File: src/rtl/fault_blink_pkg.sv
package fault_blink_pkg;
  localparam int unsigned SLOTS_PER_FRAME = 8;
  localparam int unsigned SLOT_W          = $clog2(SLOTS_PER_FRAME);
  localparam int unsigned RESERVED_CODE   = 2;

  typedef logic [SLOT_W-1:0] code_t;
  typedef logic [SLOT_W-1:0] slot_t;
endpackage

File: src/rtl/blink_prescaler.sv
module blink_prescaler #(
  parameter int unsigned SLOT_CYC = 12_500_000
) (
  input  logic clk_i,
  input  logic rst_ni,
  input  logic en_i,
  output logic slot_end_o,
  output logic first_half_o
);
  localparam int unsigned CNT_W = (SLOT_CYC > 1) ? $clog2(SLOT_CYC) : 1;
  localparam int unsigned HALF  = SLOT_CYC / 2;
  localparam logic [CNT_W-1:0] LAST   = CNT_W'(SLOT_CYC - 1);
  localparam logic [CNT_W-1:0] HALF_C = CNT_W'(HALF);

  logic [CNT_W-1:0] cnt_q;

  always_ff @(posedge clk_i or negedge rst_ni) begin
    if (!rst_ni)           cnt_q <= '0;
    else if (!en_i)        cnt_q <= '0;
    else if (cnt_q == LAST) cnt_q <= '0;
    else                   cnt_q <= cnt_q + 1'b1;
  end

  assign slot_end_o   = en_i && (cnt_q == LAST);
  assign first_half_o = (cnt_q < HALF_C);

  AST_CNT_IN_SLOT: assert property (@(posedge clk_i) disable iff (!rst_ni)
    cnt_q <= LAST);
  AST_IDLE_CNT_ZERO: assert property (@(posedge clk_i) disable iff (!rst_ni)
    !en_i |=> cnt_q == '0);
endmodule

File: src/rtl/blink_prio_enc.sv
module blink_prio_enc
  import fault_blink_pkg::*;
#(
  parameter int unsigned NUM_CODES = 7
) (
  input  logic [NUM_CODES-1:0] fault_i,
  output logic                 any_o,
  output code_t                code_o
);
  logic [NUM_CODES-1:0] valid;

  generate
    for (genvar k = 0; k < NUM_CODES; k++) begin : g_mask
      if (k + 1 == RESERVED_CODE) begin : g_res
        assign valid[k] = 1'b0;
      end else begin : g_use
        assign valid[k] = fault_i[k];
      end
    end
  endgenerate

  always_comb begin
    code_o = '0;
    for (int i = NUM_CODES - 1; i >= 0; i--) begin
      if (valid[i]) code_o = code_t'(i + 1);
    end
  end

  assign any_o = |valid;
endmodule

File: src/rtl/blink_frame_seq.sv
module blink_frame_seq
  import fault_blink_pkg::*;
(
  input  logic  clk_i,
  input  logic  rst_ni,
  input  logic  any_i,
  input  code_t code_i,
  input  logic  slot_end_i,
  input  logic  first_half_i,
  output logic  active_o,
  output logic  led_o
);
  localparam slot_t LAST_SLOT = slot_t'(SLOTS_PER_FRAME - 1);

  logic  active_q;
  slot_t slot_q;
  code_t code_q;
  logic  frame_end;

  assign frame_end = active_q && slot_end_i && (slot_q == LAST_SLOT);

  always_ff @(posedge clk_i or negedge rst_ni) begin
    if (!rst_ni) begin
      active_q <= 1'b0;
      slot_q   <= '0;
      code_q   <= '0;
    end else if (!active_q) begin
      if (any_i) begin
        active_q <= 1'b1;
        slot_q   <= '0;
        code_q   <= code_i;
      end
    end else if (slot_end_i) begin
      if (slot_q == LAST_SLOT) begin
        slot_q <= '0;
        if (any_i) code_q   <= code_i;
        else       active_q <= 1'b0;
      end else begin
        slot_q <= slot_q + 1'b1;
      end
    end
  end

  assign active_o = active_q;
  assign led_o    = !active_q || ((slot_q < code_q) && first_half_i);

  AST_CODE_HELD: assert property (@(posedge clk_i) disable iff (!rst_ni)
    active_q && !frame_end |=> $stable(code_q));
  AST_SLOT_STEP: assert property (@(posedge clk_i) disable iff (!rst_ni)
    active_q && slot_end_i && slot_q != LAST_SLOT |=> slot_q == $past(slot_q) + 1'b1);
  AST_NO_RESERVED: assert property (@(posedge clk_i) disable iff (!rst_ni)
    active_q |-> code_q != code_t'(RESERVED_CODE));
  AST_CODE_VALID: assert property (@(posedge clk_i) disable iff (!rst_ni)
    active_q |-> code_q != '0);
  AST_LAST_SLOT_DARK: assert property (@(posedge clk_i) disable iff (!rst_ni)
    active_q && slot_q == LAST_SLOT |-> !led_o);
  AST_BACK_TO_IDLE: assert property (@(posedge clk_i) disable iff (!rst_ni)
    frame_end && !any_i |=> !active_q);
  AST_START_ON_FAULT: assert property (@(posedge clk_i) disable iff (!rst_ni)
    !active_q && any_i |=> active_q && slot_q == '0);
endmodule

File: src/rtl/fault_blink_led.sv
module fault_blink_led
  import fault_blink_pkg::*;
#(
  parameter int unsigned NUM_CODES = 7,
  parameter int unsigned SLOT_CYC  = 12_500_000
) (
  input  logic                 clk_i,
  input  logic                 rst_ni,
  input  logic [NUM_CODES-1:0] fault_i,
  output logic                 led_o
);
  logic  any_fault;
  code_t low_code;
  logic  active;
  logic  slot_end;
  logic  first_half;

  blink_prio_enc #(.NUM_CODES(NUM_CODES)) u_enc (
    .fault_i (fault_i),
    .any_o   (any_fault),
    .code_o  (low_code)
  );

  blink_prescaler #(.SLOT_CYC(SLOT_CYC)) u_pre (
    .clk_i        (clk_i),
    .rst_ni       (rst_ni),
    .en_i         (active),
    .slot_end_o   (slot_end),
    .first_half_o (first_half)
  );

  blink_frame_seq u_seq (
    .clk_i        (clk_i),
    .rst_ni       (rst_ni),
    .any_i        (any_fault),
    .code_i       (low_code),
    .slot_end_i   (slot_end),
    .first_half_i (first_half),
    .active_o     (active),
    .led_o        (led_o)
  );

  AST_PARAMS: assert final (NUM_CODES < SLOTS_PER_FRAME && SLOT_CYC >= 2);
  AST_IDLE_LIT: assert property (@(posedge clk_i) disable iff (!rst_ni)
    !active |-> led_o);
endmodule

File: config.mk
export PLATFORM = sky130hd
export DESIGN_NAME = fault_blink_led
export DESIGN_NICKNAME = d
export VERILOG_FILES = /design/src/rtl/fault_blink_pkg.sv /design/src/rtl/blink_prescaler.sv /design/src/rtl/blink_prio_enc.sv /design/src/rtl/blink_frame_seq.sv /design/src/rtl/fault_blink_led.sv
export SDC_FILE = /design/constraint.sdc
export NUM_CORES = 1
export LEC_CHECK = 0
export BUFFER_PORTS_ARGS = -buffer_cell sky130_fd_sc_hd__buf_4
export CORE_AREA = 2 2 71 73
export DETAILED_ROUTE_END_ITERATION = 7
export DIE_AREA = 0 0 73 75
export SYNTH_ARGS = -nofsm -noshare
export SYNTH_HDL_FRONTEND = slang
export SYNTH_SLANG_ARGS = --single-unit
export TNS_END_PERCENT = 100
File: constraint.sdc
create_clock -name clk_i -period 2.4 [get_ports clk_i]
set_input_delay 0.12 -clock clk_i [delete_from_list [all_inputs] [get_ports clk_i]]
set_output_delay 0.12 -clock clk_i [all_outputs]
set_load 0.01 [all_outputs]
# Word-level counts from Yosys, hierarchy flattened
# Cells that the tools add are included.
dict set report totals {
  ram_bits 0
  in_bits 9
  reg_bits 31
  mem_count 0
  wordCells 40
  latch_bits 0
  mem_bits_ro 0
  output_inout_bits 1
}
dict set report classes {
  div 0
  n_lt_le_gt_ge 2
  n_mux 20
  add_sub_neg 2
  eq_ne 4
  n_reduce_logical 8
  bitwise_logic 0
  multipliers 0
  shifts 0
}
# op n
set op_table {}
lappend op_table {{$mux 24} 2}
lappend op_table {{$mux 3} 14}
lappend op_table {{$add 24x1->24 const B} 1}
lappend op_table {{$eq 24x24->1 const B} 1}
lappend op_table {{$lt 24x23->1 const B} 1}
lappend op_table {{$reduce_or 6->1} 1}
lappend op_table {{$mux 1} 4}
lappend op_table {{$ne 2x2->1 const B} 2}
lappend op_table {{$reduce_and 2->1} 2}
lappend op_table {{$add 3x1->3 const B} 1}
lappend op_table {{$eq 3x3->1 const B} 1}
lappend op_table {{$lt 3x3->1} 1}
lappend op_table {{$logic_and 1x1->1} 2}
lappend op_table {{$reduce_bool 2->1} 1}
lappend op_table {{$logic_not 1->1} 1}
lappend op_table {{$logic_or 1x1->1} 1}

# Logic depth before layout (Yosys ltp)
dict set report logic_depth {
  word_depth 10
  depth_mapped 7
  mapped_depth_nobuf 5
}

# Modules after synthesis
# Synthesis repeated with hierarchy kept, for this count alone.
dict set report unflattened {
  cells_unflattened 182
  area_unflattened_um2 1773.0
}
# mod seq_area_each_um2 area_per_inst_um2 cells_each n_inst
set modules_own_cells {}
lappend modules_own_cells {blink_prescaler 600.6 1295.0 134 1}
lappend modules_own_cells {blink_frame_seq 175.2 421.7 37 1}
lappend modules_own_cells {blink_prio_enc 0.0 56.3 11 1}

# Worst setup path before layout
# No wires, ideal clock.
dict set report synth_path {
  path_kind {register -> register}
  startpoint {reg u_pre.cnt_q[0]}
  endpoint {reg u_pre.cnt_q[2]}
  n_path_buf 2
  setup_time_ns 0.122
  synth_period_minus_slack_ns 1.666
  t_arrival_ns 1.544
  path_stages_with_launch 8
  slack_ns 0.734
  required_time_ns 2.278
  cell_sequence {dfrtp_1 > ha_1 > and4_1 > buf_2 > nand3_1 > o21ai_1 > buf_2 > nor2_1}
}
dict set report synth_via {
  elab_chain_cells 3
  elab_cells_between_ends 4
  classes_between {add/sub: 1; eq/ne: 1; mux: 2}
}
# element line_no
set synth_lines {}
lappend synth_lines {{start, declared} blink_prescaler.sv:15} ;# logic [CNT_W-1:0] cnt_q;
lappend synth_lines {{start signal, assigned} blink_prescaler.sv:21} ;# else cnt_q <= cnt_q + 1'b1;
lappend synth_lines {{$add 24x1->24 / $eq 24x24->1 (equally long branches)} {blink_prescaler.sv:21, blink_prescaler.sv:20}}
lappend synth_lines {{$mux 24 (*)} blink_prescaler.sv:20} ;# else if (cnt_q == LAST) cnt_q <= '0;
lappend synth_lines {{$mux 24 (*)} blink_prescaler.sv:19} ;# else if (!en_i) cnt_q <= '0;
# Every way passes the cells marked *; elsewhere a longest branch is shown, timed or not.
# A chain may end at the register's enable or synchronous reset.

# Worst setup path after layout
dict set report layout_path {
  startpoint {reg u_pre.cnt_q[8]}
  endpoint {out led_o}
}
dict set report layout_via {
  elab_chain_cells 3
}
# element line_no
set layout_lines {}
lappend layout_lines {{$lt 24x23->1} blink_prescaler.sv:25} ;# assign first_half_o = (cnt_q < HALF_C);
lappend layout_lines {{$logic_and 1x1->1} blink_frame_seq.sv:45} ;# assign led_o = !active_q || ((slot_q < code_q) && first_half_i);
lappend layout_lines {{$logic_or 1x1->1} blink_frame_seq.sv:45}
lappend layout_lines {{end, declared} fault_blink_led.sv:10} ;# output logic led_o
# No other way between the ends.

==> flow_summary.ini <==
[critical_path]
reg2reg_to = u_seq.code_q[2]$_DFFE_PN0P_
startpoint_type = flip-flop
arrival_ps = 1920
cp.required_ps = 2280
worstRegToRegCells = 4
crit_type = reg2out
rrSetupSlack_ps = 480
reg2reg_from = u_pre.cnt_q[8]$_DFF_PN0_
crit_fanout = 4
crit_path_end_kind = output port

[pwr]
p_int_uw = 758
power_density_nw_per_um2 = 478
power_uw = 967
netSwitchingFraction_pct = 21.6
power_frac_comb_pct = 2.9
p_sw_uw = 209
pwr-share-clk_pct = 43.1
power_leakage_nw = 0.827
vdd_drop_max_mv = 0.185
seq_power_share_pct = 54.0

[yosys]
synth_top_family_by_area = simple AND/OR/NAND/NOR gates
yosys_warnings = 0
syn_inst = 196
synth-edff-count = 0
yosys.area_share.xor_xnor_pct = 6.21
synth.distinct_cells = 45
synth_compound_area_share_pct = 13.7
yosys-mux-area-fraction_pct = 0
syn_area_per_cell_sq_um = 9.35
synthSimpleGateAreaFrac_pct = 29.3
postSynth.asyncResetShare_pct = 100
syn_area_sq_um = 1830
synth_fp_nets = 210
ys_seq_area_share_pct = 42.3
synthAdderAreaFrac_pct = 3.41
yosys_most_used_dff = dfrtp_1
ys_ff_latch = 31

[drt]
drc = 0
vias = 1473
drt-vias-per-instance = 5.67
wl_per_cell_microns = 14.8
drtIter0Drc = 54
firstDrtPassIters = 4
drtAntennaViolNets = 0
routed_wl_microns = 3840

[sta]
tightestPinTransition_ps = 468
final.setup.tns_ps = 0
skew_ps = 6.76
rsz0062_at_grt = false
relSlewSlack_pct = 68.5
finalHoldViolCount = 0
drv_slew = 0
fmax_mhz = 491
fin_crit_sh_pct = 84.9
post-route-min-period_ps = 2040
finalSetupViolCount = 0

[grt]
grt.overflow.total = 0
grt_max_degree = 32
first_global_vias = 1414
grt_pass1_wl_microns = 6550
antenna_found_initial = 0
grtUsageTotal_pct = 15.7

[clock_network]
clock_path_buffers = 2
numCtsBuffers = 5
clock_sinks = 31
clk_pin_slew_ps = 60
clockRootBuffer = clkbuf_8
ctsHtreeMaxLevel = 2
insertion_delay_ps = 280
cts_tree = done
cts_setup_buffers = 0

[floorplan]
io_pins = 10
num_rows = 25
die_h_microns = 75
die_x_microns = 73
dieArea_sq_um = 5480
core_area_sq_um = 4660
initial_core_util_pct = 39.3

[layout]
antennaDiodeCount = 0
num-fill-cells = 470
syn_to_final_growth_pct = 10.4
postLayoutCoreUtil_pct = 43.4
nNetsFinal = 220
layout-drive-gt1-share_pct = 14.1

[hold_path]
hold_depth = 3
min_path_type = in2reg
min_from = fault_i[2]
holdPathEnd = u_seq.active_o$_DFF_PN0_

[placed_design]
portBuffers = 8
gp_congestion = 0.712
dp_hpwl_microns = 2750

[run]
maxCapViolCount = 0

[outcome]
status = finished clean
how the worst max path moves through the flow:
stage                                        start                          end  slack [ps]  depth (start not counted)
after floorplan           u_pre.cnt_q[0]$_DFF_PN0_     u_pre.cnt_q[2]$_DFF_PN0_         730                          7
after global placement    u_pre.cnt_q[8]$_DFF_PN0_  u_seq.code_q[2]$_DFFE_PN0P_         520                          4
after detailed placement  u_pre.cnt_q[8]$_DFF_PN0_  u_seq.code_q[2]$_DFFE_PN0P_         500                          4
after CTS                 u_pre.cnt_q[8]$_DFF_PN0_                        led_o         330                          5
after global routing      u_pre.cnt_q[8]$_DFF_PN0_                        led_o         200                          5
final                     u_pre.cnt_q[8]$_DFF_PN0_                        led_o         360                          5
cell usage in the layout (no fill, tap or decap), types with 8 or more instances in the layout:
cell and count:
a21oi_1 12, xor2_1 8, nor2_1 20, buf_4 11
nand3_1 9, o21ai_0 8, nand2_1 11, nand4_1 13
dfrtp_1 31, inv_1 10
power by group through the flow:
stage / combinational (mW) / clock (mW) / sequential (mW)
6_report: 0.0276 / 0.417 / 0.523
3_5_place_dp: 0.0273 / 0 / 0.532
4_1_cts: 0.0287 / 0.440 / 0.522
2_1_floorplan: 0.00460 / 0 / 0.532
3_3_place_gp: 0.0270 / 0 / 0.532
5_1_grt: 0.0318 / 0.449 / 0.522
stage by stage:
stage | setup WS (ps) | hold WS [ps] | instances | cell area [sq um]
final | 361 | 79.4 | 260 | 2020
after detailed placement | 504 | 87.5 | 252 | 1930
after global routing | 196 | 91.7 | 260 | 2020
after global placement | 523 | 82.4 | 252 | 1930
after floorplan | 734 | -176 | 196 | 1830
after CTS | 331 | 69.1 | 260 | 2020
layout make-up:
| class | instances | area (sq um) | share of cell area [%] |
|---|---|---|---|
| multi-input cells | 146 | 963 | 47.6 |
| clock inverters | 1 | 5.00 | 0.247 |
| clock buffers | 6 | 82.6 | 4.08 |
| well taps | 54 | 67.6 | 3.34 |
| repair buffers | 12 | 92.6 | 4.57 |
| inverters | 10 | 37.5 | 1.85 |
| flip-flops and latches | 31 | 776 | 38.3 |
what timing repair did:
item / 4_1_cts / 5_1_grt
hold buffers: 1 / 0
endpoints found under the hold margin: 31 / 0
gates resized for setup: 0 / 0
endpoints found under the setup margin: 0 / 0
critical path: stages, from the launching register on:
cell      delay (ps)
dfrtp_1          420
nor4_2           390
a21oi_1          140
o21a_1           200
o311ai_0         300
buf_4            190
logic make-up after synthesis:
group,count (synthesis)
xor gates and xnor gates,13
DFF,31
and+or+nand+nor,89
adders and majority gates,5
buffers and inverters,19
AOI/OAI and AO/OA,39
Yosys cell counts, types with 2 or more instances:
| master | count | share of area [%] |
|---|---|---|
| dfrtp_1 | 31 | 42 |
| nor2_1 | 20 | 4.1 |
| nand4_1 | 13 | 4.4 |
| a21oi_1 | 12 | 3.3 |
| nand2_1 | 11 | 2.3 |
| inv_1 | 10 | 2.0 |
| nand3_1 | 9 | 2.5 |
| o21ai_0 | 8 | 2.2 |
| xor2_1 | 8 | 3.8 |
| buf_2 | 6 | 1.6 |
| o211ai_1 | 6 | 2.5 |
| or3_1 | 6 | 2.0 |
| and4_1 | 5 | 2.4 |
| ha_1 | 5 | 3.4 |
| or4_1 | 5 | 2.0 |
| xnor2_1 | 5 | 2.4 |
| nor4_1 | 3 | 1.0 |
| o31ai_1 | 3 | 1.2 |
| and3_1 | 2 | 0.68 |
| buf_6 | 2 | 1.2 |
| nand4b_1 | 2 | 0.96 |
registers in the layout, indices dropped and copies added (netlist names):
signal	cells
u_seq.active_o	1
u_pre.cnt_q	24
u_seq.code_q	3
u_seq.slot_q	3
routing by layer:
metal	up-vias	wire length, microns	GRT usage (%)
met1	712	1790	18.6
li1	742	-	-
met2	12	1900	27.2
met5	-	0	0
met4	0	66	6.17
met3	7	83	4.02
(Power assumes the default switching activity.)
